[config.mk]
export PLATFORM = sky130hd
export DESIGN_NAME = raster_timing_gen
export DESIGN_NICKNAME = d
export VERILOG_FILES = /design/src/rtl/raster_pkg.sv /design/src/rtl/rt_rst_sync.sv /design/src/rtl/rt_counter.sv /design/src/rtl/rt_decode.sv /design/src/rtl/rt_code_mux.sv /design/src/rtl/raster_timing_gen.sv
export SDC_FILE = /design/constraint.sdc
export NUM_CORES = 1
export LEC_CHECK = 0
export BUFFER_PORTS_ARGS = -buffer_cell sky130_fd_sc_hd__buf_2
export CORE_MARGIN = 4
export CORE_UTILIZATION = 50
export CTS_CLUSTER_DIAMETER = 30
export DETAILED_ROUTE_END_ITERATION = 16
export GPL_ROUTABILITY_DRIVEN = 0
export PLACE_DENSITY = 0.67
export SLEW_MARGIN = 20
export SYNTH_ARGS = -nofsm -noshare
export SYNTH_HDL_FRONTEND = slang
export SYNTH_SLANG_ARGS = --single-unit
[constraint.sdc]
create_clock -name clk -period 14.3 [get_ports clk]
set_input_delay 2.86 -clock clk [delete_from_list [all_inputs] [get_ports clk]]
set_output_delay 2.86 -clock clk [all_outputs]
set_load 0.005 [all_outputs]
[src/rtl/raster_pkg.sv]
package raster_pkg;
  localparam int RT_CW       = 12;
  localparam int RT_CODE_LEN = 4;
  localparam logic [7:0] RT_PREAMBLE_HI = 8'hFF;
  localparam logic [7:0] RT_PREAMBLE_LO = 8'h00;

  // status byte of a timing code: marker, flags, then protection bits
  function automatic logic [7:0] rt_xy_byte(input logic f, input logic v, input logic h);
    rt_xy_byte = {1'b1, f, v, h, v ^ h, f ^ h, f ^ v, f ^ v ^ h};
  endfunction
endpackage

[src/rtl/rt_rst_sync.sv]
module rt_rst_sync #(
  parameter int STAGES = 2
) (
  input  logic clk,
  input  logic rst_n,
  output logic rst_s
);
  logic [STAGES-1:0] chain_q;

  always_ff @(posedge clk or negedge rst_n) begin
    if (!rst_n) chain_q <= '0;
    else        chain_q <= {chain_q[STAGES-2:0], 1'b1};
  end

  assign rst_s = chain_q[STAGES-1];
endmodule

[src/rtl/rt_counter.sv]
module rt_counter #(
  parameter int CW = 12,
  localparam int SHW = 6 * CW + 3
) (
  input  logic           clk,
  input  logic           rst_s,
  input  logic           en,
  input  logic [SHW-1:0] cfg_vec,
  input  logic           cfg_interlace,
  output logic [CW-1:0]  h_cnt,
  output logic [CW-1:0]  v_cnt,
  output logic           fld_q,
  output logic           primed,
  output logic [SHW-1:0] sh_vec
);
  logic [CW-1:0]  h_n, v_n;
  logic           fld_n, primed_n, load;
  logic [CW-1:0]  sh_len, sh_lines;

  assign sh_len   = sh_vec[SHW-1 -: CW];
  assign sh_lines = sh_vec[SHW-1-3*CW -: CW];

  always_comb begin
    h_n      = h_cnt;
    v_n      = v_cnt;
    fld_n    = fld_q;
    primed_n = primed;
    load     = 1'b0;
    if (en) begin
      if (!primed) begin
        load     = 1'b1;
        h_n      = '0;
        v_n      = '0;
        fld_n    = 1'b0;
        primed_n = 1'b1;
      end else if (h_cnt == sh_len - 1'b1) begin
        h_n = '0;
        if (v_cnt == sh_lines - 1'b1) begin
          v_n   = '0;
          load  = 1'b1;
          fld_n = cfg_interlace ? ~fld_q : 1'b0;
        end else begin
          v_n = v_cnt + 1'b1;
        end
      end else begin
        h_n = h_cnt + 1'b1;
      end
    end
  end

  always_ff @(posedge clk or negedge rst_s) begin
    if (!rst_s) begin
      h_cnt  <= '0;
      v_cnt  <= '0;
      fld_q  <= 1'b0;
      primed <= 1'b0;
    end else if (en) begin
      h_cnt  <= h_n;
      v_cnt  <= v_n;
      fld_q  <= fld_n;
      primed <= primed_n;
    end
  end

  always_ff @(posedge clk or negedge rst_s) begin
    if (!rst_s)    sh_vec <= '0;
    else if (load) sh_vec <= cfg_vec;
  end
endmodule

[src/rtl/rt_decode.sv]
module rt_decode #(
  parameter int CW = 12,
  localparam int XW = CW + 1
) (
  input  logic          primed,
  input  logic [CW-1:0] h_cnt,
  input  logic [CW-1:0] v_cnt,
  input  logic [CW-1:0] hs,
  input  logic [CW-1:0] he,
  input  logic [CW-1:0] vs,
  input  logic [CW-1:0] ve,
  input  logic          gate_en,
  input  logic          code_en,
  output logic          hgate,
  output logic          vgate,
  output logic          vblank,
  output logic          code_act,
  output logic          code_h,
  output logic [1:0]    code_idx
);
  localparam logic [XW-1:0] SLOTS = XW'(raster_pkg::RT_CODE_LEN);

  logic          in_h, in_v, sav, eav;
  logic [XW-1:0] h_x, hs_x, he_x;

  assign h_x  = {1'b0, h_cnt};
  assign hs_x = {1'b0, hs};
  assign he_x = {1'b0, he};

  assign in_h = (h_cnt >= hs) && (h_cnt <= he);
  assign in_v = (v_cnt >= vs) && (v_cnt <= ve);

  assign hgate  = primed && gate_en && in_h && in_v;
  assign vgate  = primed && gate_en && in_v;
  assign vblank = !in_v;

  assign sav = primed && code_en && (h_x + SLOTS >= hs_x) && (h_cnt < hs);
  assign eav = primed && code_en && !sav && (h_cnt > he) && (h_x <= he_x + SLOTS);

  assign code_act = sav || eav;
  assign code_h   = eav;
  assign code_idx = sav ? (h_cnt[1:0] - hs[1:0]) : (h_cnt[1:0] - he[1:0] - 2'd1);
endmodule

[src/rtl/rt_code_mux.sv]
module rt_code_mux (
  input  logic       code_act,
  input  logic       code_h,
  input  logic [1:0] code_idx,
  input  logic       fld,
  input  logic       vblank,
  input  logic [7:0] pix_in,
  output logic [7:0] dout,
  output logic       dout_is_code
);
  logic [7:0] code_byte;

  always_comb begin
    unique case (code_idx)
      2'd0:    code_byte = raster_pkg::RT_PREAMBLE_HI;
      2'd3:    code_byte = raster_pkg::rt_xy_byte(fld, vblank, code_h);
      default: code_byte = raster_pkg::RT_PREAMBLE_LO;
    endcase
  end

  assign dout         = code_act ? code_byte : pix_in;
  assign dout_is_code = code_act;
endmodule

[src/rtl/raster_timing_gen.sv]
module raster_timing_gen #(
  parameter int CW = raster_pkg::RT_CW,
  localparam int SHW = 6 * CW + 3
) (
  input  logic          clk,
  input  logic          rst_n,
  input  logic          en,
  input  logic [CW-1:0] cfg_line_len,
  input  logic [CW-1:0] cfg_hact_first,
  input  logic [CW-1:0] cfg_hact_last,
  input  logic [CW-1:0] cfg_field_len,
  input  logic [CW-1:0] cfg_vact_first,
  input  logic [CW-1:0] cfg_vact_last,
  input  logic          cfg_interlace,
  input  logic          cfg_gate_en,
  input  logic          cfg_code_en,
  input  logic [7:0]    pix_in,
  output logic          hgate,
  output logic          vgate,
  output logic          field,
  output logic [7:0]    dout,
  output logic          dout_is_code
);
  logic           rst_s, primed, fld_q;
  logic [CW-1:0]  h_cnt, v_cnt;
  logic [SHW-1:0] sh_vec;
  logic [CW-1:0]  sh_len, sh_hs, sh_he, sh_lines, sh_vs, sh_ve;
  logic           sh_il, sh_gate, sh_code;
  logic           vblank, code_act, code_h;
  logic [1:0]     code_idx;

  rt_rst_sync #(.STAGES(2)) rst_i (.clk(clk), .rst_n(rst_n), .rst_s(rst_s));

  rt_counter #(.CW(CW)) cnt_i (
    .clk(clk), .rst_s(rst_s), .en(en),
    .cfg_vec({cfg_line_len, cfg_hact_first, cfg_hact_last, cfg_field_len,
              cfg_vact_first, cfg_vact_last, cfg_interlace, cfg_gate_en, cfg_code_en}),
    .cfg_interlace(cfg_interlace),
    .h_cnt(h_cnt), .v_cnt(v_cnt), .fld_q(fld_q), .primed(primed), .sh_vec(sh_vec)
  );

  assign {sh_len, sh_hs, sh_he, sh_lines, sh_vs, sh_ve, sh_il, sh_gate, sh_code} = sh_vec;

  rt_decode #(.CW(CW)) dec_i (
    .primed(primed), .h_cnt(h_cnt), .v_cnt(v_cnt),
    .hs(sh_hs), .he(sh_he), .vs(sh_vs), .ve(sh_ve),
    .gate_en(sh_gate), .code_en(sh_code),
    .hgate(hgate), .vgate(vgate), .vblank(vblank),
    .code_act(code_act), .code_h(code_h), .code_idx(code_idx)
  );

  rt_code_mux mux_i (
    .code_act(code_act), .code_h(code_h), .code_idx(code_idx),
    .fld(fld_q), .vblank(vblank), .pix_in(pix_in),
    .dout(dout), .dout_is_code(dout_is_code)
  );

  assign field = fld_q;
endmodule

==> impl_metrics.toml, run 1 <==
[status]
run_status = "completed"

[die]
die_y_um = 130
num_rows = 44
dieArea_sq_mm = 0.0170
core-area_sq_mm = 0.0146
dieWidth_um = 130
io_pins = 98
start_util = 0.513

[placement]
dp.cells = 1005
pre_cts_ws_ps = 7130
portBuffers = 97
place_hpwl_um = 13500
dpl_cell_area_sq_mm = 0.00808

[logic_synthesis]
synth_warnings = 0
synth_top_area_frac = 0.341
ys_top_cells_by_area = "dfrtp_1 34%, ha_1 13%, mux2_4 9.8%"
synthTopCellsByCount = "102 x dfrtp_1, 78 x ha_1, 71 x inv_1"
syn_inst = 747
synth_seq_area_share = 0.341
ys_async_sr_fraction = 1.00
yosysMostFrequentCell = "dfrtp_1"
synth.avg_cell_area_sq_um = 10.0
ys_types = 71
ys_ff_latch = 102
synthFlopType = "dfrtp_1"
netlist.top_cell.by_area = "dfrtp_1"
synth_area_sq_mm = 0.00749
syn-num-nets = 912
synth_edf_count = 0

[sta]
relSlewSlack = 0.437
fin_ws_ps = 6660
worstMarginPinSlew_ps = 844
fin_worst_skew_ps = 12.9
hold_viol = 0
rsz0062_at_grt = "false"
finalSetupViolCount = 0
drv_slew = 0
fmax_mhz = 131
final.setup.tns_ps = 0
period_share = 0.534
fin_crit_ps = 7640

[clock_tree]
cts_tree = "built"
cts_max_level = 3
clk_latency_ps = 360
cts-root-buf = "clkbuf_16"
numCtsBuffers = 9
ctsLongestPathBuffers = 2
cts_resized = 0
cts_setup_buffers = 0
clk_pin_slew_worst_paths_ps = 70
cts_hold_buf = 0
cts.sinks = 102

[critical_path]
required_ps = 11440
worst_ep_arrival_time_ps = 4780
startpoint_type = "flop"
rrSetupSlack_ps = 10110
critPathKind = "reg2out"
critPathMaxFanout = 12
cp-end-kind = "output port"

[route]
drt_iter0_drc = 419
routedWlPerCell_um = 17.2
routed_wl_um = 17600
vias = 5988
first_pass_iters = 5
drc = 0
antenna_left = 0
viasPerCell = 5.86

[global_route]
grt_max_degree = 68
grt_use_total = 0.217
grt_pass1_wl_um = 29300
grt_pass1_vias = 6042
antenna_found_initial = 1
grt.overflow.total = 0

[finish]
register_area_sq_mm = 0.00256
fin_util = 0.574
final_cell_area_sq_mm = 0.00837
drive_gt1_frac = 0.214
finalNetCount = 997
stdcell_count = 1022
multi_input_area_sq_mm = 0.00452
fill_cells = 1246
syn_to_final_growth_pct = 11.8

[pwr]
p_leak_uw = 0.00413
powerDensity_mw_per_mm2 = 97.6
vdd_drop_max_mv = 0.0589

[flow_run]
cap_violations = 0

[worst_hold_path]
hold_class = "reg2async"
-- per-layer routing --
| layer | share of wire | track usage |
|---|---|---|
| met1 | 0.41 | 0.265 |
| met2 | 0.51 | 0.378 |
| met3 | 0.048 | 0.0377 |
| met4 | 0.030 | 0.0907 |
| met5 | 0 | 0 |
-- final timing paths --
check / endpoint / cells past startpoint / from
setup reg to reg: cnt_i.sh_vec[59]$_DFFE_PN0P_ / 11 / cnt_i.sh_vec[63]$_DFFE_PN0P_
hold reg to reg: cnt_i.sh_vec[70]$_DFFE_PN0P_ / 0 / rst_i.chain_q[1]$_DFF_PN0_
min in group clk: rst_i.chain_q[1]$_DFF_PN0_ / 0 / rst_i.chain_q[0]$_DFF_PN0_
hold / removal: cnt_i.sh_vec[70]$_DFFE_PN0P_ / 0 / rst_i.chain_q[1]$_DFF_PN0_
setup / recovery: dout[0] / 19 / cnt_i.h_cnt[4]$_DFFE_PN0P_
max in group asynchronous: rst_i.chain_q[1]$_DFF_PN0_ / 1 / rst_n
-- placed cells by master (no fill, tap or decap), types with 14 or more instances in the layout --
master     n
nor2b_1   14
dfrtp_1  101
mux2_4    49
inv_1     71
buf_2     97
xnor2_1   34
o31ai_1   14
nor2_1    45
nand4_1   18
o21ai_0   29
nand2_1   31
xor2_1    17
a21oi_1   27
nand3_1   31
mux2_1    25
ha_1      78
-- power breakdown --
group | switching [uW] | internal (uW) | total (uW)
Sequential | 36.5 | 304 | 340
Combinational | 124 | 112 | 236
Clock | 119 | 122 | 241
Total | 280 | 537 | 817
-- worst max-delay path, stage by stage (launching register included) --
cell      delay [ps]
dfrtp_1          620
and4_1           390
nand4_1          210
nor2_1           200
xor2_1            90
ha_1             320
nand3_1          110
o221ai_1         210
a21oi_1          110
or3_1            430
nor2_1           240
mux2_2           380
inv_1             60
ha_1             250
inv_1            120
nand2_1           90
a211oi_1         220
nand4_1          120
nand3b_1         130
buf_2            120
-- flip-flops by register name, indices dropped and copies added, names as in the netlist --
name and flops:
cnt_i.h_cnt 12, rst_i.chain_q 2, cnt_i.sh_vec 74, cnt_i.v_cnt 12
cnt_i.fld_q 1, cnt_i.primed 1
-- cell families (layout without fill, tap and decap cells) --
| kind of cell | Yosys count | in the layout | synth area share |
|---|---|---|---|
| xor+xnor | 51 | 51 | 0.0597 |
| buf+inv | 98 | 188 | 0.0562 |
| compound gates | 137 | 137 | 0.125 |
| mux | 82 | 82 | 0.147 |
| other cells | 1 | 2 | 0.000501 |
| simple gates | 197 | 197 | 0.138 |
| fa+ha+maj | 79 | 79 | 0.133 |
| flops | 102 | 102 | 0.341 |
-- metrics by stage --
stage               hold slack (ps)  power [uW]
floorplan                       331         510
global placement                287         569
detailed placement              300         578
CTS                             301         825
global route                    328         872
finish                          275         817
-- layout make-up --
cell class                      instances  area share
Antenna cell                            1    0.000299
Clock buffer                            9      0.0269
Clock inverter                          7     0.00732
Inverter                               72      0.0323
Multi-Input combinational cell        547       0.540
Sequential cell                       102       0.305
Tap cell                              184      0.0275
Timing Repair Buffer                  100      0.0607
Power figures use the tool's default switching activity.
==> run 2, diff against run 1 <==
clock period = 7.6 ns   (was 14.3 ns; I/O delays follow)
==> run 2 against run 1 <==
Compared with the run above:
- wire length hardly changed
- setup slack worse by 5400 ps
- power grew 89%
- final area about the same
- critical path type unchanged
- largest cell class unchanged
- largest power group unchanged
- highest routed layer unchanged
==> impl_metrics.toml, run 2 (same netlist as run 1, synthesis figures left out) <==
[status]
run_status = "completed"

[route]
vias = 5909
viasPerCell = 5.79
first_pass_iters = 5
antenna_left = 0
drc = 0
routed_wl_um = 17600
routedWlPerCell_um = 17.3
drt_iter0_drc = 400

[pwr]
power.switching_uw = 522
p_comb_frac = 0.285
powerDensity_mw_per_mm2 = 184
vdd_drop_max_mv = 0.113
p_clk_frac = 0.299
p_leak_uw = 0.00414
p_seq_frac = 0.416
internal_power_uw = 1020
swShare = 0.339

[global_route]
grt.overflow.total = 0
antenna_found_initial = 0
grt_max_degree = 68
grt_use_total = 0.214
grt_pass1_wl_um = 28800
grt_pass1_vias = 5985

[sta]
fmax_mhz = 159
fin_worst_skew_ps = 13.1
final.setup.tns_ps = 0
period_share = 0.828
fin_crit_ps = 6290
relSlewSlack = 0.434
hold_viol = 0
rsz0062_at_grt = "false"
drv_slew = 0
finalSetupViolCount = 0
worstMarginPinSlew_ps = 850

[critical_path]
startpoint_type = "flop"
critPathKind = "reg2out"
reg2reg_from = "cnt_i.sh_vec[63]$_DFFE_PN0P_"
cp-end-kind = "output port"
worst_ep_arrival_time_ps = 4770
required_ps = 6080
critPathLaunch = "cnt_i.h_cnt[4]$_DFFE_PN0P_"
critPathMaxFanout = 12

[clock_tree]
cts_resized = 0
cts.sinks = 102
cts_max_level = 3
numCtsBuffers = 9
clk_pin_slew_worst_paths_ps = 70
cts_tree = "built"
clk_latency_ps = 370
cts_setup_buffers = 0
ctsLongestPathBuffers = 2
cts_hold_buf = 0
cts-root-buf = "clkbuf_16"

[finish]
top_register = "cnt_i.sh_vec"
mostFrequentLayoutCells = "101 x dfrtp_1, 97 x buf_2, 78 x ha_1, 71 x inv_1, 49 x mux2_4"
largest_reg_flops = 74
fin_util = 0.574
syn_to_final_growth_pct = 11.9
antenna_cells = 0
top_regs = "cnt_i.sh_vec x74, cnt_i.h_cnt x12, cnt_i.v_cnt x12"
finalNetCount = 997
final_common_cell = "dfrtp_1"
drive_gt1_frac = 0.214

[worst_hold_path]
hold_class = "reg2async"

[placement]
place_hpwl_um = 13600
portBuffers = 97

[die]
start_util = 0.513
io_pins = 98
core-area_sq_mm = 0.0146
num_rows = 44
die_y_um = 130
dieArea_sq_mm = 0.0170
dieWidth_um = 130

[flow_run]
cap_violations = 0
-- run 2: changes by cell type in the layout (fill, tap and decap cells not counted), sizes merged --
cell and change:
clkinv +2, inv -2, clkbuf +1, clkinvlp -1
diode -1
-- run 2: worst paths after layout --
| kind | to | slack [ps] | cells past startpoint |
|---|---|---|---|
| hold reg to reg | cnt_i.sh_vec[71]$_DFFE_PN0P_ | 280 | 0 |
| setup reg to reg | cnt_i.sh_vec[60]$_DFFE_PN0P_ | 3420 | 11 |
| setup / recovery | dout[0] | 1310 | 19 |
| hold / removal | cnt_i.sh_vec[71]$_DFFE_PN0P_ | 280 | 0 |
| min in group clk | rst_i.chain_q[1]$_DFF_PN0_ | 350 | 0 |
| max in group asynchronous | cnt_i.sh_vec[41]$_DFFE_PN0P_ | 6100 | 1 |
-- run 2: critical path, stage by stage (launching register included) --
cell and delay, ps:
dfrtp_1 620, and4_1 390, nand4_1 200, nor2_1 180, xor2_1 90, ha_1 330
nand3_1 110, o221ai_1 210, a21oi_1 110, or3_1 430, nor2_1 240, mux2_2 380
inv_1 60, ha_1 250, inv_1 120, nand2_1 90, a211oi_1 230, nand4_1 120
nand3b_1 130, buf_2 120
-- run 2: layout make-up --
type	count	area (sq um)
flip-flops and latches	102	2560
clock inverters	6	53.8
repair buffers	100	508
multi-input cells	547	4520
inverters	72	270
clock buffers	10	239
fillers	1270	6210
well taps	184	230
-- run 2: metrics by stage --
stage               worst slack (ps)  hold slack [ps]  power (uW)  instances  cell area, sq um
global route                     890              324        1640       1021              8380
floorplan                       2180              331         960        747              7490
global placement                1970              287        1070       1005              8080
finish                          1310              279        1540       1021              8380
CTS                             1350              299        1550       1021              8380
detailed placement              1760              297        1090       1005              8080
-- run 2: per-layer routing --
metal | vias up | global-route usage | routed length, um
met4 | 0 | 0.0877 | 509
met1 | 2816 | 0.260 | 7420
met5 | - | 0 | 0
li1 | 2860 | - | -
met2 | 189 | 0.374 | 8780
met3 | 44 | 0.0397 | 915
-- run 2: power by group through the flow --
stage | Combinational (uW) | Clock [uW] | Sequential [uW]
floorplan | 343 | 0 | 617
global placement | 423 | 0 | 647
detailed placement | 437 | 0 | 650
CTS | 440 | 475 | 639
global route | 500 | 494 | 649
finish | 440 | 461 | 640
